[src/rtl/thermcode_pkg.sv]
package thermcode_pkg;

  typedef enum logic [1:0] {
    CAL_FIXED     = 2'b00,
    CAL_ONE       = 2'b01,
    CAL_TWO       = 2'b10,
    CAL_FIXED_ALT = 2'b11
  } cal_mode_e;

  typedef enum logic [1:0] {
    ST_IDLE = 2'd0,
    ST_PREP = 2'd1,
    ST_DIV  = 2'd2,
    ST_RESP = 2'd3
  } conv_state_e;

endpackage

[src/rtl/thermcode_trim.sv]
module thermcode_trim #(
  parameter int DW       = 8,
  parameter int E2_SHIFT = 8,
  localparam int FW      = E2_SHIFT + DW
) (
  input  logic          clk,
  input  logic          rst_n,
  input  logic          load,
  input  logic [FW-1:0] fuse_word,
  input  logic [FW-1:0] spare_word,
  input  logic [DW-1:0] lim_lo,
  input  logic [DW-1:0] lim_hi,
  output logic [DW-1:0] e1,
  output logic [DW-1:0] e2
);

  logic [DW-1:0] lo_raw, hi_raw, lo_spare, hi_spare;
  logic          lo_good, hi_good;

  assign lo_raw   = fuse_word[DW-1:0];
  assign hi_raw   = fuse_word[E2_SHIFT +: DW];
  assign lo_spare = spare_word[DW-1:0];
  assign hi_spare = spare_word[E2_SHIFT +: DW];

  assign lo_good = (lo_raw != '0) && (lo_raw >= lim_lo) && (lo_raw <= lim_hi);
  assign hi_good = (hi_raw != '0);

  always_ff @(posedge clk or negedge rst_n) begin
    if (!rst_n) begin
      e1 <= '0;
      e2 <= '0;
    end else if (load) begin
      e1 <= lo_good ? lo_raw : lo_spare;
      e2 <= hi_good ? hi_raw : hi_spare;
    end
  end

endmodule

[src/rtl/thermcode_divider.sv]
module thermcode_divider #(
  parameter int DW = 8,
  parameter int NW = 16
) (
  input  logic          clk,
  input  logic          rst_n,
  input  logic          start,
  input  logic [NW-1:0] dividend,
  input  logic [DW-1:0] divisor,
  output logic          done,
  output logic [NW-1:0] quotient
);

  localparam int CW = $clog2(NW + 1);

  logic [DW-1:0] rem, dsr;
  logic [CW-1:0] cnt;
  logic          run;
  logic [DW:0]   trial;

  assign trial = {rem, quotient[NW-1]};

  always_ff @(posedge clk or negedge rst_n) begin
    if (!rst_n) begin
      rem      <= '0;
      dsr      <= '0;
      cnt      <= '0;
      run      <= 1'b0;
      done     <= 1'b0;
      quotient <= '0;
    end else begin
      done <= 1'b0;
      if (start) begin
        quotient <= dividend;
        rem      <= '0;
        dsr      <= divisor;
        cnt      <= CW'(NW);
        run      <= 1'b1;
      end else if (run) begin
        if (trial >= {1'b0, dsr}) begin
          rem      <= DW'(trial - {1'b0, dsr});
          quotient <= {quotient[NW-2:0], 1'b1};
        end else begin
          rem      <= trial[DW-1:0];
          quotient <= {quotient[NW-2:0], 1'b0};
        end
        cnt <= cnt - 1'b1;
        if (cnt == CW'(1)) begin
          run  <= 1'b0;
          done <= 1'b1;
        end
      end
    end
  end

endmodule

[src/rtl/thermcode_conv.sv]
module thermcode_conv
  import thermcode_pkg::*;
#(
  parameter int DW          = 8,
  parameter int E2_SHIFT    = 8,
  parameter int CODE_MIN    = 75,
  parameter int CODE_MAX    = 175,
  parameter bit RANGE_CHECK = 1'b1,
  localparam int FW         = E2_SHIFT + DW
) (
  input  logic          clk,
  input  logic          rst_n,
  input  logic          cfg_load,
  input  logic [1:0]    cfg_mode,
  input  logic [FW-1:0] cfg_fuse,
  input  logic [FW-1:0] cfg_fallback,
  input  logic [DW-1:0] cfg_fuse_min,
  input  logic [DW-1:0] cfg_fuse_max,
  input  logic [DW-1:0] cfg_ref_lo,
  input  logic [DW-1:0] cfg_ref_hi,
  input  logic [DW-1:0] cfg_offset,
  input  logic          req_valid,
  output logic          req_ready,
  input  logic          req_dir,
  input  logic [DW-1:0] req_operand,
  output logic          rsp_valid,
  input  logic          rsp_ready,
  output logic [DW-1:0] rsp_data,
  output logic          rsp_range_err,
  output logic          rsp_div_err,
  output logic          busy
);

  localparam int NW = 2 * DW;
  localparam int RW = 2 * DW + 3;
  localparam logic signed [RW-1:0] SAT_HI = RW'((2 ** DW) - 1);
  localparam logic [DW-1:0] WIN_LO = DW'(CODE_MIN);
  localparam logic [DW-1:0] WIN_HI = DW'(CODE_MAX);

  function automatic logic signed [RW-1:0] widen(input logic [DW-1:0] x);
    return signed'({{(RW-DW){1'b0}}, x});
  endfunction

  function automatic logic [DW-1:0] magn(input logic signed [RW-1:0] v);
    return v[RW-1] ? DW'(-v) : DW'(v);
  endfunction

  function automatic logic [DW-1:0] clamp(input logic signed [RW-1:0] v);
    if (v[RW-1])       return '0;
    else if (v > SAT_HI) return '1;
    else               return DW'(v);
  endfunction

  conv_state_e   state;
  cal_mode_e     mode_q;
  logic [DW-1:0] t1_q, t2_q, ofs_q, e1, e2;
  logic [DW-1:0] op_q;
  logic          dir_q, neg_q;
  logic [DW-1:0] data_q;
  logic          rerr_q, derr_q;
  logic          load_ok, accept;

  assign busy      = (state != ST_IDLE);
  assign req_ready = !busy;
  assign accept    = req_valid && req_ready;
  assign load_ok   = cfg_load && !busy;

  thermcode_trim #(.DW(DW), .E2_SHIFT(E2_SHIFT)) u_trim (
    .clk       (clk),
    .rst_n     (rst_n),
    .load      (load_ok),
    .fuse_word (cfg_fuse),
    .spare_word(cfg_fallback),
    .lim_lo    (cfg_fuse_min),
    .lim_hi    (cfg_fuse_max),
    .e1        (e1),
    .e2        (e2)
  );

  always_ff @(posedge clk or negedge rst_n) begin
    if (!rst_n) begin
      mode_q <= CAL_FIXED;
      t1_q   <= '0;
      t2_q   <= '0;
      ofs_q  <= '0;
    end else if (load_ok) begin
      mode_q <= cal_mode_e'(cfg_mode);
      t1_q   <= cfg_ref_lo;
      t2_q   <= cfg_ref_hi;
      ofs_q  <= cfg_offset;
    end
  end

  // Operand arithmetic in a signed width wide enough for any product
  logic signed [RW-1:0] op_s, e1_s, e2_s, t1_s, t2_s, ofs_s;
  logic signed [RW-1:0] a_s, b_s, d_s, base_s, direct_s, quo_s, fit_s;
  logic [DW-1:0]        a_mag, b_mag, d_mag;
  logic [NW-1:0]        dvd, quo;
  logic                 div_start, div_done, rng;

  assign op_s  = widen(op_q);
  assign e1_s  = widen(e1);
  assign e2_s  = widen(e2);
  assign t1_s  = widen(t1_q);
  assign t2_s  = widen(t2_q);
  assign ofs_s = widen(ofs_q);

  assign a_s    = dir_q ? (op_s - e1_s) : (op_s - t1_s);
  assign b_s    = dir_q ? (t2_s - t1_s) : (e2_s - e1_s);
  assign d_s    = dir_q ? (e2_s - e1_s) : (t2_s - t1_s);
  assign base_s = dir_q ? t1_s : e1_s;

  assign a_mag = magn(a_s);
  assign b_mag = magn(b_s);
  assign d_mag = magn(d_s);
  assign dvd   = NW'(a_mag) * NW'(b_mag);

  always_comb begin
    case (mode_q)
      CAL_ONE: direct_s = dir_q ? (op_s - e1_s + t1_s) : (op_s + e1_s - t1_s);
      default: direct_s = dir_q ? (op_s - ofs_s) : (op_s + ofs_s);
    endcase
  end

  assign quo_s = signed'({{(RW-NW){1'b0}}, quo});
  assign fit_s = (neg_q ? -quo_s : quo_s) + base_s;

  assign div_start = (state == ST_PREP) && (mode_q == CAL_TWO) && (d_mag != '0);

  thermcode_divider #(.DW(DW), .NW(NW)) u_div (
    .clk     (clk),
    .rst_n   (rst_n),
    .start   (div_start),
    .dividend(dvd),
    .divisor (d_mag),
    .done    (div_done),
    .quotient(quo)
  );

  generate
    if (RANGE_CHECK) begin : g_window
      assign rng = dir_q && ((op_q < WIN_LO) || (op_q > WIN_HI));
    end else begin : g_no_window
      assign rng = 1'b0;
    end
  endgenerate

  always_ff @(posedge clk or negedge rst_n) begin
    if (!rst_n) begin
      state  <= ST_IDLE;
      op_q   <= '0;
      dir_q  <= 1'b0;
      neg_q  <= 1'b0;
      data_q <= '0;
      rerr_q <= 1'b0;
      derr_q <= 1'b0;
    end else begin
      case (state)
        ST_IDLE: if (accept) begin
          op_q  <= req_operand;
          dir_q <= req_dir;
          state <= ST_PREP;
        end
        ST_PREP: begin
          rerr_q <= rng;
          if (mode_q == CAL_TWO) begin
            if (d_mag == '0) begin
              derr_q <= 1'b1;
              data_q <= '0;
              state  <= ST_RESP;
            end else begin
              neg_q <= a_s[RW-1] ^ b_s[RW-1] ^ d_s[RW-1];
              state <= ST_DIV;
            end
          end else begin
            derr_q <= 1'b0;
            data_q <= clamp(direct_s);
            state  <= ST_RESP;
          end
        end
        ST_DIV: if (div_done) begin
          derr_q <= 1'b0;
          data_q <= clamp(fit_s);
          state  <= ST_RESP;
        end
        ST_RESP: if (rsp_ready) state <= ST_IDLE;
        default: state <= ST_IDLE;
      endcase
    end
  end

  assign rsp_valid     = (state == ST_RESP);
  assign rsp_data      = data_q;
  assign rsp_range_err = rerr_q;
  assign rsp_div_err   = derr_q;

endmodule

[config.mk]
export PLATFORM = sky130hd
export DESIGN_NAME = thermcode_conv
export DESIGN_NICKNAME = d
export VERILOG_FILES = /design/src/rtl/thermcode_pkg.sv /design/src/rtl/thermcode_trim.sv /design/src/rtl/thermcode_divider.sv /design/src/rtl/thermcode_conv.sv
export SDC_FILE = /design/constraint.sdc
export NUM_CORES = 1
export LEC_CHECK = 0
export BUFFER_PORTS_ARGS = -buffer_cell sky130_fd_sc_hd__buf_4
export CAP_MARGIN = 20
export CELL_PAD_IN_SITES_DETAIL_PLACEMENT = 1
export CELL_PAD_IN_SITES_GLOBAL_PLACEMENT = 2
export CORE_MARGIN = 1.5
export CORE_UTILIZATION = 41
export DETAILED_ROUTE_END_ITERATION = 8
export PLACE_DENSITY_LB_ADDON = 0.1
export SETUP_SLACK_MARGIN = 0.02
export SLEW_MARGIN = 20
export SYNTH_ARGS = -nofsm -noshare
export SYNTH_HDL_FRONTEND = slang
export SYNTH_HIERARCHICAL = 1
export SYNTH_SLANG_ARGS = --single-unit
export TNS_END_PERCENT = 100
[constraint.sdc]
create_clock -name clk -period 10.75 [get_ports clk]
set_input_delay 1.6125 -clock clk [delete_from_list [all_inputs] [get_ports clk]]
set_output_delay 1.6125 -clock clk [all_outputs]
set_load 0.1 [all_outputs]
# Word-level counts from Yosys, hierarchy flattened
# Cells that the tools add are included.
# word_totals
word_cells	122
ff_bits	103
input_bits	88
out_inout_bits	13
# op_classes
n_lt_le_gt_ge	7
n_mux	45
multipliers	1
eq_ne	10
bitwise	3
reduce_logical	21
n_addsub	16
# ops
op	count
$mux 19	7
$mux 8	16
$sub 8x8->9	5
$gt 19x9->1 const B	2
$mux 16	2
$neg 8->8	3
$reduce_bool 8->1	3
$add 19x9->19	1
$neg 16->19	1
$add 8x8->9	2
$mul 8x8->16	1
$pmux 8 s2	1
$mux 1	11
$add 9x9->10	1
$mux 5	2
$sub 9x8->10	1
$ge 9x8->1	1
$reduce_and 3->1	3
$ge 8x8->1	1
$gt 8x8->1 const B	1
$le 8x8->1	1
$logic_not 8->1	1
$lt 8x7->1 const B	1
$mux 2	4
other kinds (18)	31

# Depth between registers and ports, before layout
# logic_depth
depth_word	9
ltp_mapped	35
ltp_nobuf	35

# Cells and area by module
# The synthesis kept the hierarchy.
# by_module_without_submodules
mod	seq_area_each_um2	area_per_inst_um2	n_inst	cells_each
thermcode_conv	1201.2	9158.8	1	1162
thermcode_divider	975.9	2158.3	1	225
thermcode_trim	400.4	1171.1	1	136

# Worst setup path before layout
# Ideal clock, no wire load.
# synth_path
kind	register -> register
start	register u_trim.e1[1]
end	register u_div.quotient[14]
path_stages_with_launch	29
period_less_slack_ns	6.888
required_ns	10.617
arrival_ns	6.755
setup_time_ns	0.133
n_path_buf	0
slack_ns	3.862
path_cell_list	dfrtp_1 -> inv_1 -> ha_1 -> nor2b_1 -> o31ai_1 -> xor2_1 -> nor2_1 -> a21oi_1 -> nand2_1 -> o41ai_1 -> xnor2_1 -> or2_2 -> fa_1 -> fa_1 -> inv_1 -> fa_1 -> inv_1 -> fa_1 -> inv_1 -> ha_1 -> a21oi_1 -> o21bai_1 -> a21oi_1 -> o21ai_0 -> or4_1 -> o311a_1 -> xor2_1 -> nand2_1 -> o21ai_0
# synth_via
elab_cells_between_ends	16
classes_between	5 x add/sub; 1 x mul; 7 x mux; 3 x reduce/logical
# synth_rtl
item	line_no	source
from (decl)	thermcode_trim.sv:13	output logic [DW-1:0] e1,
from (signal assigned)	thermcode_trim.sv:33	e1 <= lo_good ? lo_raw : lo_spare;
$sub 8x8->9, on equally long branches	thermcode_conv.sv:108, thermcode_conv.sv:109	
$mux 19, on equally long branches	thermcode_conv.sv:108, thermcode_conv.sv:109	
$neg 8->8	thermcode_conv.sv:45	return v[RW-1] ? DW'(-v) : DW'(v);
$mux 8	thermcode_conv.sv:45	
$mul 8x8->16 *	thermcode_conv.sv:116	assign dvd = NW'(a_mag) * NW'(b_mag);
via dvd[14]	thermcode_conv.sv:98	logic [NW-1:0] dvd, quo;
$mux 16 *	thermcode_divider.sv:33	if (start) begin
to (signal assigned)	thermcode_divider.sv:34	quotient <= dividend;
to (signal assigned)	thermcode_divider.sv:42	quotient <= {quotient[NW-2:0], 1'b1};
to (signal assigned)	thermcode_divider.sv:45	quotient <= {quotient[NW-2:0], 1'b0};
to (decl)	thermcode_divider.sv:11	output logic [NW-1:0] quotient
# The timed path passes the listed nets; every way through them passes the cells marked *.
# A chain may end at the register's enable or synchronous reset.

# Worst setup path in the final report
# layout_path
start	register op_q[0]
end	register u_div.quotient[15]
# layout_via
elab_chain_cells	6
elab_cells_between_ends	7
classes_between	3 x add/sub; 1 x mul; 3 x mux
# layout_lines
item	line_no	source
from (decl)	thermcode_conv.sv:57	logic [DW-1:0] op_q;
from (signal assigned)	thermcode_conv.sv:160	op_q <= req_operand;
$sub 8x8->9	thermcode_conv.sv:108	assign a_s = dir_q ? (op_s - e1_s) : (op_s - t1_s);
$mux 19 *	thermcode_conv.sv:108	
$neg 8->8	thermcode_conv.sv:45	
$mux 8 *	thermcode_conv.sv:45	
$mul 8x8->16 *	thermcode_conv.sv:116	
via dvd[15]	thermcode_conv.sv:98	
$mux 16 *	thermcode_divider.sv:33	
# Marked as above.

==> impl_metrics.csv <==
group,metric,value,unit
global_routing,overflow,0,
critical_path,worst_ep_arrival_time,7.94,ns
yosys,synth_top_family_by_area,"adder cells",
yosys,synth.avg_cell_area,8.200,µm²
timing,worstMarginPinSlew,1.039,ns
clock_network,cts.path.max_buffers,2,
yosys,async_flop_share,100.0,%
floorplan,start_util,41.91,%
cells_and_area,layout-drive-gt1-share,12.12,%
yosys,synth_top_area_share,20.64,%
yosys,synth-compound-area-share,18.29,%
floorplan,die_w,177.5,µm
placement,dp_slack,2.966,ns
critical_path,max_stage_delay,0.56,ns
clock_network,numCtsBuffers,9,
yosys,synth_fa_ha_area_share,22.72,%
clock_network,cts_num_sinks,103,
timing,finalSetupViolCount,0,
cells_and_area,nets,1879,
clock_network,cts_setup_buffers,0,
route,drtPass1Iterations,4,
critical_path,critPathSlowestCell,"fa_1",
placement,hpwl,30.34,mm
clock_network,cts_tree,"built",
route,final_antenna_net_count,0,
floorplan,row_count,63,
yosys,synth-edff-count,0,
yosys,yosysTopAreaCell,"dfrtp_1",
worst_hold_path,min_path_type,"reg -> reg",
cells_and_area,antenna_cells,0,
timing,drv_slew,0,
clock_network,clockRootBuffer,"clkbuf_16",
global_routing,grt_pass1_vias,11380,
global_routing,grt_pass1_wl,59.66,mm
route,drt-initial-drc-count,461,
yosys,synth_xor_area_share,6.422,%
timing,rsz0062_at_grt,"false",
global_routing,grt_use_total,24.00,%
yosys,syn_area,0.01249,mm²
route,vias_per_cell,5.500,
floorplan,coreArea,0.02980,mm²
yosys,synth_cells,1523,
global_routing,grt_antenna_before_repair,1,
placement,routabilityCongestion,0.8690,
clock_network,hold_buffers,0,
placement,port-buffer-count,100,
timing,fin_tns_setup,0,ns
timing,finalHoldViolCount,0,
yosys,synth_seq_area_share,20.64,%
timing,setup_slack,3.038,ns
route,routedWlPerCell,18.45,µm
timing,worst_clock_skew,0.01390,ns
timing,max_freq,129.7,MHz
cells_and_area,area_growth,10.82,%
critical_path,criticalPathCategory,"reg -> reg",
clock_network,post_cts_resized,0,
yosys,synth_warnings,6,
floorplan,die_y,177.5,µm
timing,period_share,71.74,%
clock_network,cts.reportedPaths.clkPinSlew,0.08,ns
yosys,synth_area_leaders,"dfrtp_1 (21%), ha_1 (14%), fa_1 (8.5%), inv_1 (5.3%), nor2_1 (4.5%)",
cells_and_area,final_common_cell,"inv_1",
floorplan,pin_count,101,
flow_run,max-cap-violations,0,
route,routed_wl,36.74,mm
cells_and_area,mostFrequentLayoutCells,"inv_1 (174), nor2_1 (150), ha_1 (142), nand2_1 (129), o21ai_0 (109)",
floorplan,die_area,0.03152,mm²
critical_path,cp_common_cell,"inv_1",
timing,min_period,7.712,ns
yosys,synth-seq-cells,103,
route,drc_errors,0,
route,vias,10950,
critical_path,critPathMaxFanout,9,
global_routing,grt_max_degree,68,
yosys,ys_types,80,
critical_path,worstSetupEndpointType,"flop",
yosys,synth_mux_area_share,5.971,%
critical_path,cp.required,10.98,ns
timing,relSlewSlack,29.89,%
yosys,syn_nets,1806,
critical_path,startpoint_type,"flop",
clock_network,htree_num_levels,3,
clock_network,clock_latency,0.37,ns
run_status,status,"completed",
yosys,yosys.area_share.simple,18.90,%
yosys,ys.flop_type,"dfrtp_1",
synth_stat cells (all sizes together), types with 6 or more instances:
| cell type | count |
|---|---|
| o31ai | 13 |
| a31oi | 7 |
| nor3 | 23 |
| a21o | 19 |
| nand2b | 24 |
| clkbuf | 30 |
| inv | 175 |
| xor2 | 30 |
| o21ai | 112 |
| fa | 53 |
| a221o | 6 |
| nor2b | 31 |
| buf | 16 |
| nand4 | 15 |
| or2 | 21 |
| nor2 | 151 |
| or3 | 9 |
| a21oi | 91 |
| a21boi | 7 |
| xnor2 | 59 |
| nor4 | 12 |
| o221ai | 13 |
| a211oi | 16 |
| dfrtp | 103 |
| o211ai | 13 |
| and2 | 7 |
| o21bai | 6 |
| and3 | 6 |
| or4 | 6 |
| mux2 | 34 |
| nand3 | 36 |
| ha | 142 |
| mux2i | 34 |
| o21a | 11 |
| nand2 | 129 |
cells by family after synthesis:
| family | after synthesis |
|---|---|
| compound gates | 355 |
| fa+ha+maj | 195 |
| flops | 103 |
| buf+inv | 221 |
| xor+xnor | 90 |
| mux | 68 |
| simple gates | 491 |
layer usage:
layer	wire [µm]	share of wire, %	global-route usage, %	vias up
li1	-	-	-	5418
met3	891	2.4	2.763	35
met2	17790	48	41.46	142
met4	637	1.7	5.427	2
met1	17410	47	32.00	5354
met5	8	0.022	0	-
worst paths after layout:
| check | depth (start not counted) | slack, ns | end | start |
|---|---|---|---|---|
| min in group asynchronous | 1 | 1.21 | u_div/cnt[2] | rst_n |
| max in group asynchronous | 2 | 8.22 | u_trim/e2[0] | rst_n |
| min | 1 | 0.52 | t2_q[3] | t2_q[3] |
| max | 33 | 3.04 | u_div/quotient[15] | op_q[0] |
| min reg2reg | 1 | 0.52 | t2_q[3] | t2_q[3] |
| max reg2reg | 33 | 3.04 | u_div/quotient[15] | op_q[0] |
area by class of cell:
cell class / instances / area (µm²)
sequential: 103 / 2579
fill: 3700 / 15960
clock inverter: 6 / 46.29
clock buffer: 10 / 229.0
inverter: 175 / 656.9
multi-input combinational: 1199 / 9030
timing repair buffer: 108 / 810.8
tap: 390 / 488.0
flip-flops by register name (all words and copies together) (netlist names), 2 cells and up:
signal and cells:
mode_q 2, t2_q 8, u_div/cnt 5, rsp_data 8, u_trim/e1 8, u_div/dsr 8, u_trim/e2 8, u_div/quotient 16
ofs_q 8, op_q 8, t1_q 8, u_div/rem 8, state 2
stage by stage:
| stage | hold slack [ns] | std cells | instance area, µm² | util, % |
|---|---|---|---|---|
| final | 0.5217 | 1991 | 13840 | 46.45 |
| after global routing | 0.5402 | 1991 | 13840 | 46.45 |
| after CTS | 0.5256 | 1991 | 13840 | 46.45 |
| after detailed placement | 0.5061 | 1975 | 13560 | 45.52 |
| after global placement | 0.4958 | 1975 | 13560 | 45.52 |
| after floorplan | 0.4790 | 1523 | 12490 | - |
critical path: cells and delay by family (launching register included):
family	cells	cell delay, ns
compound gates	11	2.27
fa+ha+maj	7	3.00
xor+xnor	2	0.65
buf+inv	6	0.38
simple gates	7	0.87
flops	1	0.41
Power is not shown: default switching activity piles up to over one toggle a cycle in this logic, so the estimate is an artifact.
